==> src/rtl/simd_pwr_pkg.sv <==
package simd_pwr_pkg;

  localparam int unsigned MIN_RST_CYC = 20;

  typedef enum logic [2:0] {
    ST_OFF       = 3'd0,
    ST_PWR_ON    = 3'd1,
    ST_RST_WAIT  = 3'd2,
    ST_CLAMP_REL = 3'd3,
    ST_READY     = 3'd4,
    ST_DN_CLAMP  = 3'd5,
    ST_DN_RST    = 3'd6
  } seq_state_e;

  typedef struct packed {
    logic pwr_en;
    logic dom_rst_n;
    logic clamp;
    logic ready;
  } dom_ctl_t;

  localparam dom_ctl_t CTL_RESET = '{pwr_en: 1'b0, dom_rst_n: 1'b0, clamp: 1'b1, ready: 1'b0};

  function automatic int unsigned eff_wait(input int unsigned req_cyc);
    return (req_cyc < MIN_RST_CYC) ? MIN_RST_CYC : req_cyc;
  endfunction

  function automatic dom_ctl_t ctl_for(input seq_state_e st);
    dom_ctl_t c;
    c = CTL_RESET;
    case (st)
      ST_OFF:       c = CTL_RESET;
      ST_PWR_ON:    c = '{pwr_en: 1'b1, dom_rst_n: 1'b0, clamp: 1'b1, ready: 1'b0};
      ST_RST_WAIT:  c = '{pwr_en: 1'b1, dom_rst_n: 1'b1, clamp: 1'b1, ready: 1'b0};
      ST_CLAMP_REL: c = '{pwr_en: 1'b1, dom_rst_n: 1'b1, clamp: 1'b0, ready: 1'b0};
      ST_READY:     c = '{pwr_en: 1'b1, dom_rst_n: 1'b1, clamp: 1'b0, ready: 1'b1};
      ST_DN_CLAMP:  c = '{pwr_en: 1'b1, dom_rst_n: 1'b1, clamp: 1'b1, ready: 1'b0};
      ST_DN_RST:    c = '{pwr_en: 1'b1, dom_rst_n: 1'b0, clamp: 1'b1, ready: 1'b0};
      default:      c = CTL_RESET;
    endcase
    return c;
  endfunction

endpackage

==> src/rtl/pwr_sync.sv <==
module pwr_sync #(
  parameter int unsigned STAGES = 2
) (
  input  logic clk,
  input  logic rst,
  input  logic d_i,
  output logic q_o
);

  generate
    if (STAGES == 0) begin : g_bypass
      assign q_o = d_i;
    end else begin : g_chain
      logic [STAGES-1:0] sh_q;
      always_ff @(posedge clk) begin
        if (rst) begin
          sh_q <= '0;
        end else if (STAGES == 1) begin
          sh_q <= d_i;
        end else begin
          sh_q <= {sh_q[STAGES-2:0], d_i};
        end
      end
      assign q_o = sh_q[STAGES-1];
    end
  endgenerate

endmodule

==> src/rtl/pwr_rst_timer.sv <==
module pwr_rst_timer #(
  parameter int unsigned WAIT = 20
) (
  input  logic clk,
  input  logic rst,
  input  logic run_i,
  output logic done_o
);

  localparam int unsigned CW = $clog2(WAIT + 1) + 1;

  logic [CW-1:0] cnt_q;

  // Counts edges spent in the reset-wait state; clears whenever idle.
  always_ff @(posedge clk) begin
    if (rst || !run_i) begin
      cnt_q <= '0;
    end else begin
      cnt_q <= cnt_q + 1'b1;
    end
  end

  assign done_o = run_i && (cnt_q == CW'(WAIT - 1));

endmodule

==> src/rtl/pwr_seq_fsm.sv <==
module pwr_seq_fsm
  import simd_pwr_pkg::*;
(
  input  logic       clk,
  input  logic       rst,
  input  logic       pwrup_req_i,
  input  logic       pwrdn_req_i,
  input  logic       pg_sync_i,
  input  logic       wait_done_i,
  output seq_state_e state_q_o,
  output seq_state_e state_d_o
);

  seq_state_e st_q, st_d;

  always_comb begin
    st_d = st_q;
    case (st_q)
      ST_OFF:       if (pwrup_req_i) st_d = ST_PWR_ON;
      ST_PWR_ON:    if (pg_sync_i)   st_d = ST_RST_WAIT;
      ST_RST_WAIT:  if (wait_done_i) st_d = ST_CLAMP_REL;
      ST_CLAMP_REL: st_d = ST_READY;
      ST_READY:     if (pwrdn_req_i) st_d = ST_DN_CLAMP;
      ST_DN_CLAMP:  st_d = ST_DN_RST;
      ST_DN_RST:    st_d = ST_OFF;
      default:      st_d = ST_OFF;
    endcase
  end

  always_ff @(posedge clk) begin
    if (rst) st_q <= ST_OFF;
    else     st_q <= st_d;
  end

  assign state_q_o = st_q;
  assign state_d_o = st_d;

endmodule

==> src/rtl/pwr_out_reg.sv <==
module pwr_out_reg
  import simd_pwr_pkg::*;
(
  input  logic       clk,
  input  logic       rst,
  input  seq_state_e state_d_i,
  output dom_ctl_t   ctl_o
);

  dom_ctl_t ctl_q;

  always_ff @(posedge clk) begin
    if (rst) ctl_q <= CTL_RESET;
    else     ctl_q <= ctl_for(state_d_i);
  end

  assign ctl_o = ctl_q;

endmodule

==> src/rtl/simd_pwr_seq.sv <==
module simd_pwr_seq
  import simd_pwr_pkg::*;
#(
  parameter int unsigned RST_CYC     = 20,
  parameter int unsigned SYNC_STAGES = 2
) (
  input  logic clk,
  input  logic rst,
  input  logic pwrup_req_i,
  input  logic pwrdn_req_i,
  input  logic pwr_good_i,
  output logic pwr_en_o,
  output logic dom_rst_n_o,
  output logic clamp_o,
  output logic ready_o
);

  localparam int unsigned WAIT = eff_wait(RST_CYC);

  logic       pg_sync;
  logic       wait_done;
  seq_state_e st_q, st_d;
  dom_ctl_t   ctl;

  pwr_sync #(.STAGES(SYNC_STAGES)) u_pg_sync (
    .clk (clk),
    .rst (rst),
    .d_i (pwr_good_i),
    .q_o (pg_sync)
  );

  pwr_rst_timer #(.WAIT(WAIT)) u_timer (
    .clk    (clk),
    .rst    (rst),
    .run_i  (st_q == ST_RST_WAIT),
    .done_o (wait_done)
  );

  pwr_seq_fsm u_fsm (
    .clk         (clk),
    .rst         (rst),
    .pwrup_req_i (pwrup_req_i),
    .pwrdn_req_i (pwrdn_req_i),
    .pg_sync_i   (pg_sync),
    .wait_done_i (wait_done),
    .state_q_o   (st_q),
    .state_d_o   (st_d)
  );

  pwr_out_reg u_out (
    .clk       (clk),
    .rst       (rst),
    .state_d_i (st_d),
    .ctl_o     (ctl)
  );

  assign pwr_en_o    = ctl.pwr_en;
  assign dom_rst_n_o = ctl.dom_rst_n;
  assign clamp_o     = ctl.clamp;
  assign ready_o     = ctl.ready;

endmodule

==> config.mk <==
export PLATFORM = sky130hd
export DESIGN_NAME = simd_pwr_seq
export DESIGN_NICKNAME = d
export VERILOG_FILES = /design/src/rtl/simd_pwr_pkg.sv /design/src/rtl/pwr_sync.sv /design/src/rtl/pwr_rst_timer.sv /design/src/rtl/pwr_seq_fsm.sv /design/src/rtl/pwr_out_reg.sv /design/src/rtl/simd_pwr_seq.sv
export SDC_FILE = /design/constraint.sdc
export NUM_CORES = 1
export LEC_CHECK = 0
export ABC_AREA = 1
export CAP_MARGIN = 20
export CORE_MARGIN = 1
export CORE_UTILIZATION = 40
export CTS_BUF_LIST = sky130_fd_sc_hd__clkbuf_16
export DETAILED_ROUTE_END_ITERATION = 8
export GPL_TIMING_DRIVEN = 0
export PLACE_DENSITY = 0.6
export SYNTH_ARGS = -nofsm -noshare
export SYNTH_HDL_FRONTEND = slang
export SYNTH_HIERARCHICAL = 1
export SYNTH_SLANG_ARGS = --single-unit
==> constraint.sdc <==
create_clock -name clk -period 1.8 [get_ports clk]
set_input_delay 0.18 -clock clk [delete_from_list [all_inputs] [get_ports clk]]
set_output_delay 0.18 -clock clk [all_outputs]
set_load 0.02 [all_outputs]
---- Yosys cells after proc, flatten, opt, wreduce, memory -nomap -nowiden ----
Index checks and enable logic that the tools add are counted.
operators by class
  add/subtract/negate cells ............... 1
  eq/ne operators ......................... 12
  mux-type cells .......................... 6
  reductions and logical operators ........ 6
operators with widths
  kind                                           number
  one-hot mux 3 bit (6 select lines)             1
  one-hot mux 4 bit (4 select lines)             1
  == test 3 bit, second input constant           5
  == test 3 x 2 -> 1 bit, second input constant  4
  2-to-1 mux 3 bit                               4
  adder 6 x 1 -> 6 bit, second input constant    1
  == test 3 x 1 -> 1 bit, second input constant  2
  == test 6 x 5 -> 1 bit, second input constant  1
  OR reduction 2 bit                             2
  logical NOT 3 bit                              1
  logical AND 1 bit                              1
  logical NOT 1 bit                              1
  logical OR 1 bit                               1
word-level totals
  bits in registers ....................... 15
  output and inout port bits .............. 4
  logic and storage cells ................. 32

---- Logic depth before layout (Yosys ltp) ----
  word-level depth ........................ 7
  mapped depth ............................ 11

---- Cells and area by module ----
The synthesis kept the hierarchy.
modules (own cells, without submodules)
  module         instances  cells each  area each (um^2)  seq. area each (um^2)
  pwr_rst_timer  1          36          264.0             120.1
  pwr_out_reg    1          23          170.2             80.1
  pwr_seq_fsm    1          28          170.2             60.1
  pwr_sync       1          6           55.1              40.0
  simd_pwr_seq   1          3           13.8              0.0

---- Worst setup path before layout ----
OpenSTA, ideal clock, no wires.
  path type ............................... reg2reg
  start ................................... reg u_fsm.st_q[1] (netlist: u_fsm/state_q_o[1])
  end ..................................... reg u_out.ctl_q (netlist bit u_out/ctl_o[1])
  library setup time ...................... 0.113 ns
  arrival time ............................ 1.341 ns
  required time ........................... 1.687 ns
  path slack .............................. 0.346 ns
  stages on the path, launching flop included .. 11
  period minus slack after synthesis ...... 1.454 ns
  cell sequence ........................... dfxtp_1 nand2_1 nor2_2 nand2_1 nor4_1 nand4_1 nand3_2 nand2_2 clkinv_1 nand2_2 and2_4
between the ends
  word-level cells in the longest chain between the ends .. 7
ends and longest elaborated chain
  what                                            RTL line             text
  start, declared                                 pwr_seq_fsm.sv:14    seq_state_e st_q, st_d;
  start signal, assigned                          pwr_seq_fsm.sv:32    else st_q <= st_d;
  == test 3 x 2 -> 1 bit (*)                      simd_pwr_seq.sv:35   .run_i (st_q == ST_RST_WAIT),
  logical AND 1 bit (*)                           pwr_rst_timer.sv:23  assign done_o = run_i && (cnt_q == CW'(WAIT - 1));
  named net wait_done                             simd_pwr_seq.sv:21   logic wait_done;
  2-to-1 mux 3 bit (*)                            pwr_seq_fsm.sv:21    ST_RST_WAIT: if (wait_done_i) st_d = ST_CLAMP_REL;
  one-hot mux 3 bit (6 select lines) (*)          pwr_seq_fsm.sv:18    case (st_q)
  named net st_d[0]                               simd_pwr_seq.sv:22   seq_state_e st_q, st_d;
  == test 3 x 1 -> 1 bit (tied with other cells)  simd_pwr_pkg.sv:31   case (st)
  OR reduction 2 bit (no line)                    n/a
  one-hot mux 4 bit (4 select lines) (*)          simd_pwr_pkg.sv:31
  end signal, assigned                            pwr_out_reg.sv:14    else ctl_q <= ctl_for(state_d_i);
  end, declared                                   pwr_out_reg.sv:10    dom_ctl_t ctl_q;
The timed path passes the listed nets; every way through them passes the cells marked *.
A chain may end at the register's enable or synchronous reset.

---- Worst setup path in the final report ----
Same ends and word-level chain as after synthesis.

==> qor_table.md <==
| Item | Value |
|:---|:---|
| Outcome | complete, no violations |
| Max FO, Critical Path | 6 |
| Number of buffers inserted by hold repair at cts | 0 |
| Count of unique library cells instantiated by Yosys | 19 |
| Cell area after technology mapping | 673 um^2 |
| Clk Tree Root Cell | clkbuf_16 |
| Clock Sinks | 15 |
| Period Utilization, post-route | 89.9% |
| Synthesis-stage register bit count | 15 |
| Share of synthesized area occupied by flip-flops and latches | 44.6% |
| Setup TNS after final layout | 0 ns |
| Category of the most critical setup path | reg -> reg |
| Number of buffers inserted during clock tree synthesis | 3 |
| WP data arrival | 1.75 ns |
| Max-slew violation total from the final report | 0 |
| Layout cell share with drive strength beyond 1 | 16.7% |
| Clock-pin slew reported for the worst setup and hold paths after clock tree synthesis | 0.05 ns |
| Cell type contributing the most total cell area after synthesis | dfxtp_1 |
| Max transition margin | 78.8% |
| Required time at the endpoint of the critical path | 1.94 ns |
| Average vias per placed instance | 4.65 |
| Time the final worst path needs with I/O delays and setup | 1.62 ns |
| PwrDens | 962 nW/um^2 |
| Die Span X | 43.0 um |
| Pin count of the biggest net entering global routing | 10 |
| Cell types occupying the most area after synthesis | dfxtp_1, inv_1, nand2_1 |
| Final hold violation count | 0 |
| Detailed Place HPWL | 862 um |
| Yosys warns | 6 |
| Post-Route WL | 1110 um |
| Top-level I/O count | 9 |
| Number of global-route vias before repair | 534 |
| Min-Delay Path Class | reg -> reg |
| Initial cell density of the core | 43.7% |
| Startpoint types | flop |
| First-pass GRT wire length | 2060 um |
| Slowest stage delay, CP | 0.42 ns |
| Residual overflow from global routing | 0 |
| Synthesized instance count | 96 |
| Share of Yosys cell area claimed by the top area cell type | 44.6% |
| Global Route Usage Sum | 15.3% |
| VDD IR-drop max | 710 uV |
| # Post-CTS Setup Buffers | 0 |
| Drt wl/cell | 8.93 um |
| Area overhead of the layout relative to synthesis | 27.5% |
| Count of input and output buffers | 8 |
| Setup violation total in the final timing report | 0 |
| Total chip power | 826 uW |
| Placer congestion estimate | 0.722 |
| Number of maximum-capacitance constraint violations | 0 |
| Die Height | 43.0 um |
| Sort of element at the end of the critical path | flop |
| Number of nets in the finished design | 115 |
| Number of antenna violations at the first check in global routing | 0 |
| Site row count | 14 |
| Worst Max-Slew Pin Slew | 0.317 ns |
| Number of iterations in the first detailed-routing pass | 4 |
| Fmax | 0.618 GHz |
| Critical Path, Cell by Cell | nand2_1 > nor2_2 > nand2_1 > nor4_2 > nand4_1 > nand3_2 > nand2_2 > clkinv_1 > nand2_2 > and2_4 |
| Starting DRT DRC Count | 9 |
| Maximum clock skew at final layout | 0.000817 ns |
| Synthesized area per cell | 7.01 um^2 |
| TritonCTS clock tree | done |
| Net count after synthesis | 102 |
| Remaining DRCs | 0 |
| Maximum buffer depth of the clock tree | 2 |
| Total number of vias | 576 |
| Maximum level of the CTS H-tree | 1 |
| DRT antenna net count | 0 |
| Antenna Cells | 0 |
| Core footprint | 1540 um^2 |
| Static leakage | 0.000381 uW |
| Overall die area | 1850 um^2 |
| RSZ-0062 raised after global routing | no |
| Clock insertion delay at the later pin of the skew report | 0.24 ns |
| Cell with the biggest individual delay on the critical path | dfxtp_1 |
[cells in the mapped netlist]
| library cell | number |
|---|---|
| nor2_2 | 3 |
| o21ai_1 | 3 |
| inv_1 | 18 |
| nand2_2 | 3 |
| nand4_1 | 2 |
| nand2_1 | 16 |
| and2_4 | 1 |
| nor2_1 | 12 |
| dfxtp_1 | 15 |
| clkinv_1 | 1 |
| inv_2 | 5 |
| ha_1 | 1 |
| a21oi_1 | 5 |
| nor4_1 | 1 |
| nand3_1 | 6 |
| or2_0 | 1 |
| o21ai_0 | 1 |
| nand3_2 | 1 |
| a21oi_2 | 1 |
[stage by stage]
step	std cells	cell area, um^2	worst slack (ns)	utilization, %	hold WS, ns
2_1_floorplan	96	673	0.346	-	0.249
3_3_place_gp	120	773	0.175	50.2	0.396
3_5_place_dp	120	773	0.164	50.2	0.406
4_1_cts	124	852	0.150	55.3	0.414
5_1_grt	124	858	0.00906	55.7	0.431
6_report	124	858	0.181	55.7	0.407
[worst max-delay path, delay by kind of cell, from the launching register on]
family	cells	cell delay, ns
and+or+nand+nor	9	1.03
DFF	1	0.42
buffers and inverters	1	0.06
[cell type report]
| type | count | area [um^2] |
|---|---|---|
| multi-input combinational | 57 | 289 |
| clock buffer | 3 | 75.1 |
| tap | 16 | 20.0 |
| fill | 156 | 683 |
| timing repair buffer | 8 | 80.1 |
| clock inverter | 1 | 3.75 |
| inverter | 24 | 90.1 |
| sequential | 15 | 300 |
[routing by layer]
layer,vias up,wire length (um),global-route usage (%)
met4,0,9,7.27
met1,248,541,17.4
li1,316,-,-
met3,2,35,6.38
met2,10,520,24.5
met5,-,0,0
[kinds of logic after synthesis]
family | share of synthesized area [%]
AND/OR/NAND/NOR | 32.2
adder cells (fa/ha/maj) | 1.86
buffers and inverters | 13.4
AO/OA/AOI/OAI | 7.99
flip-flops | 44.6
[cells in the final DEF (no fill, tap or decap)]
master and instances:
inv_1 19, nor2_1 12, nand4_1 2, nor4_2 1, dfxtp_1 15, nand3_2 1, clkinv_1 1, nand3_1 6
o21ai_0 1, nand2_1 16, or2_0 1, a21oi_2 1, o21ai_1 3, and2_4 1, clkdlybuf4s50_1 8, inv_2 5
nor2_2 3, ha_1 1, clkbuf_16 3, a21oi_1 5, nand2_2 3
[state kept, by name, summed over array words and instances, names as in the netlist]
register	cells
u_fsm/state_q_o	3
u_out/ctl_o	4
u_pg_sync/g_chain.sh_q	2
u_timer/cnt_q	6
[power by group]
| part | leakage (uW) | internal, uW | switching (uW) |
|---|---|---|---|
| Clock | 0.0000423 | 293 | 119 |
| Combinational | 0.000217 | 28.9 | 36.4 |
| Sequential | 0.000122 | 343 | 5.16 |
| Total | 0.000381 | 665 | 161 |
[what timing repair did]
action | CTS | global route
resized for setup | 0 | 1
setup endpoints to repair | 0 | 1
endpoints found under the hold margin | 0 | 0
[final timing paths]
path / slack, ns / depth (start not counted) / to / start
min: 0.41 / 2 / u_pg_sync/g_chain.sh_q[1]$_SDFF_PP0_ / u_pg_sync/g_chain.sh_q[0]$_SDFF_PP0_
max: 0.18 / 10 / u_out/ctl_o[1]$_SDFF_PP1_ / u_fsm/state_q_o[1]$_SDFF_PP0_
max reg2reg: 0.18 / 10 / u_out/ctl_o[1]$_SDFF_PP1_ / u_fsm/state_q_o[1]$_SDFF_PP0_
min reg2reg: 0.41 / 2 / u_pg_sync/g_chain.sh_q[1]$_SDFF_PP0_ / u_pg_sync/g_chain.sh_q[0]$_SDFF_PP0_
Note: power is estimated with default switching activity, not from simulation.
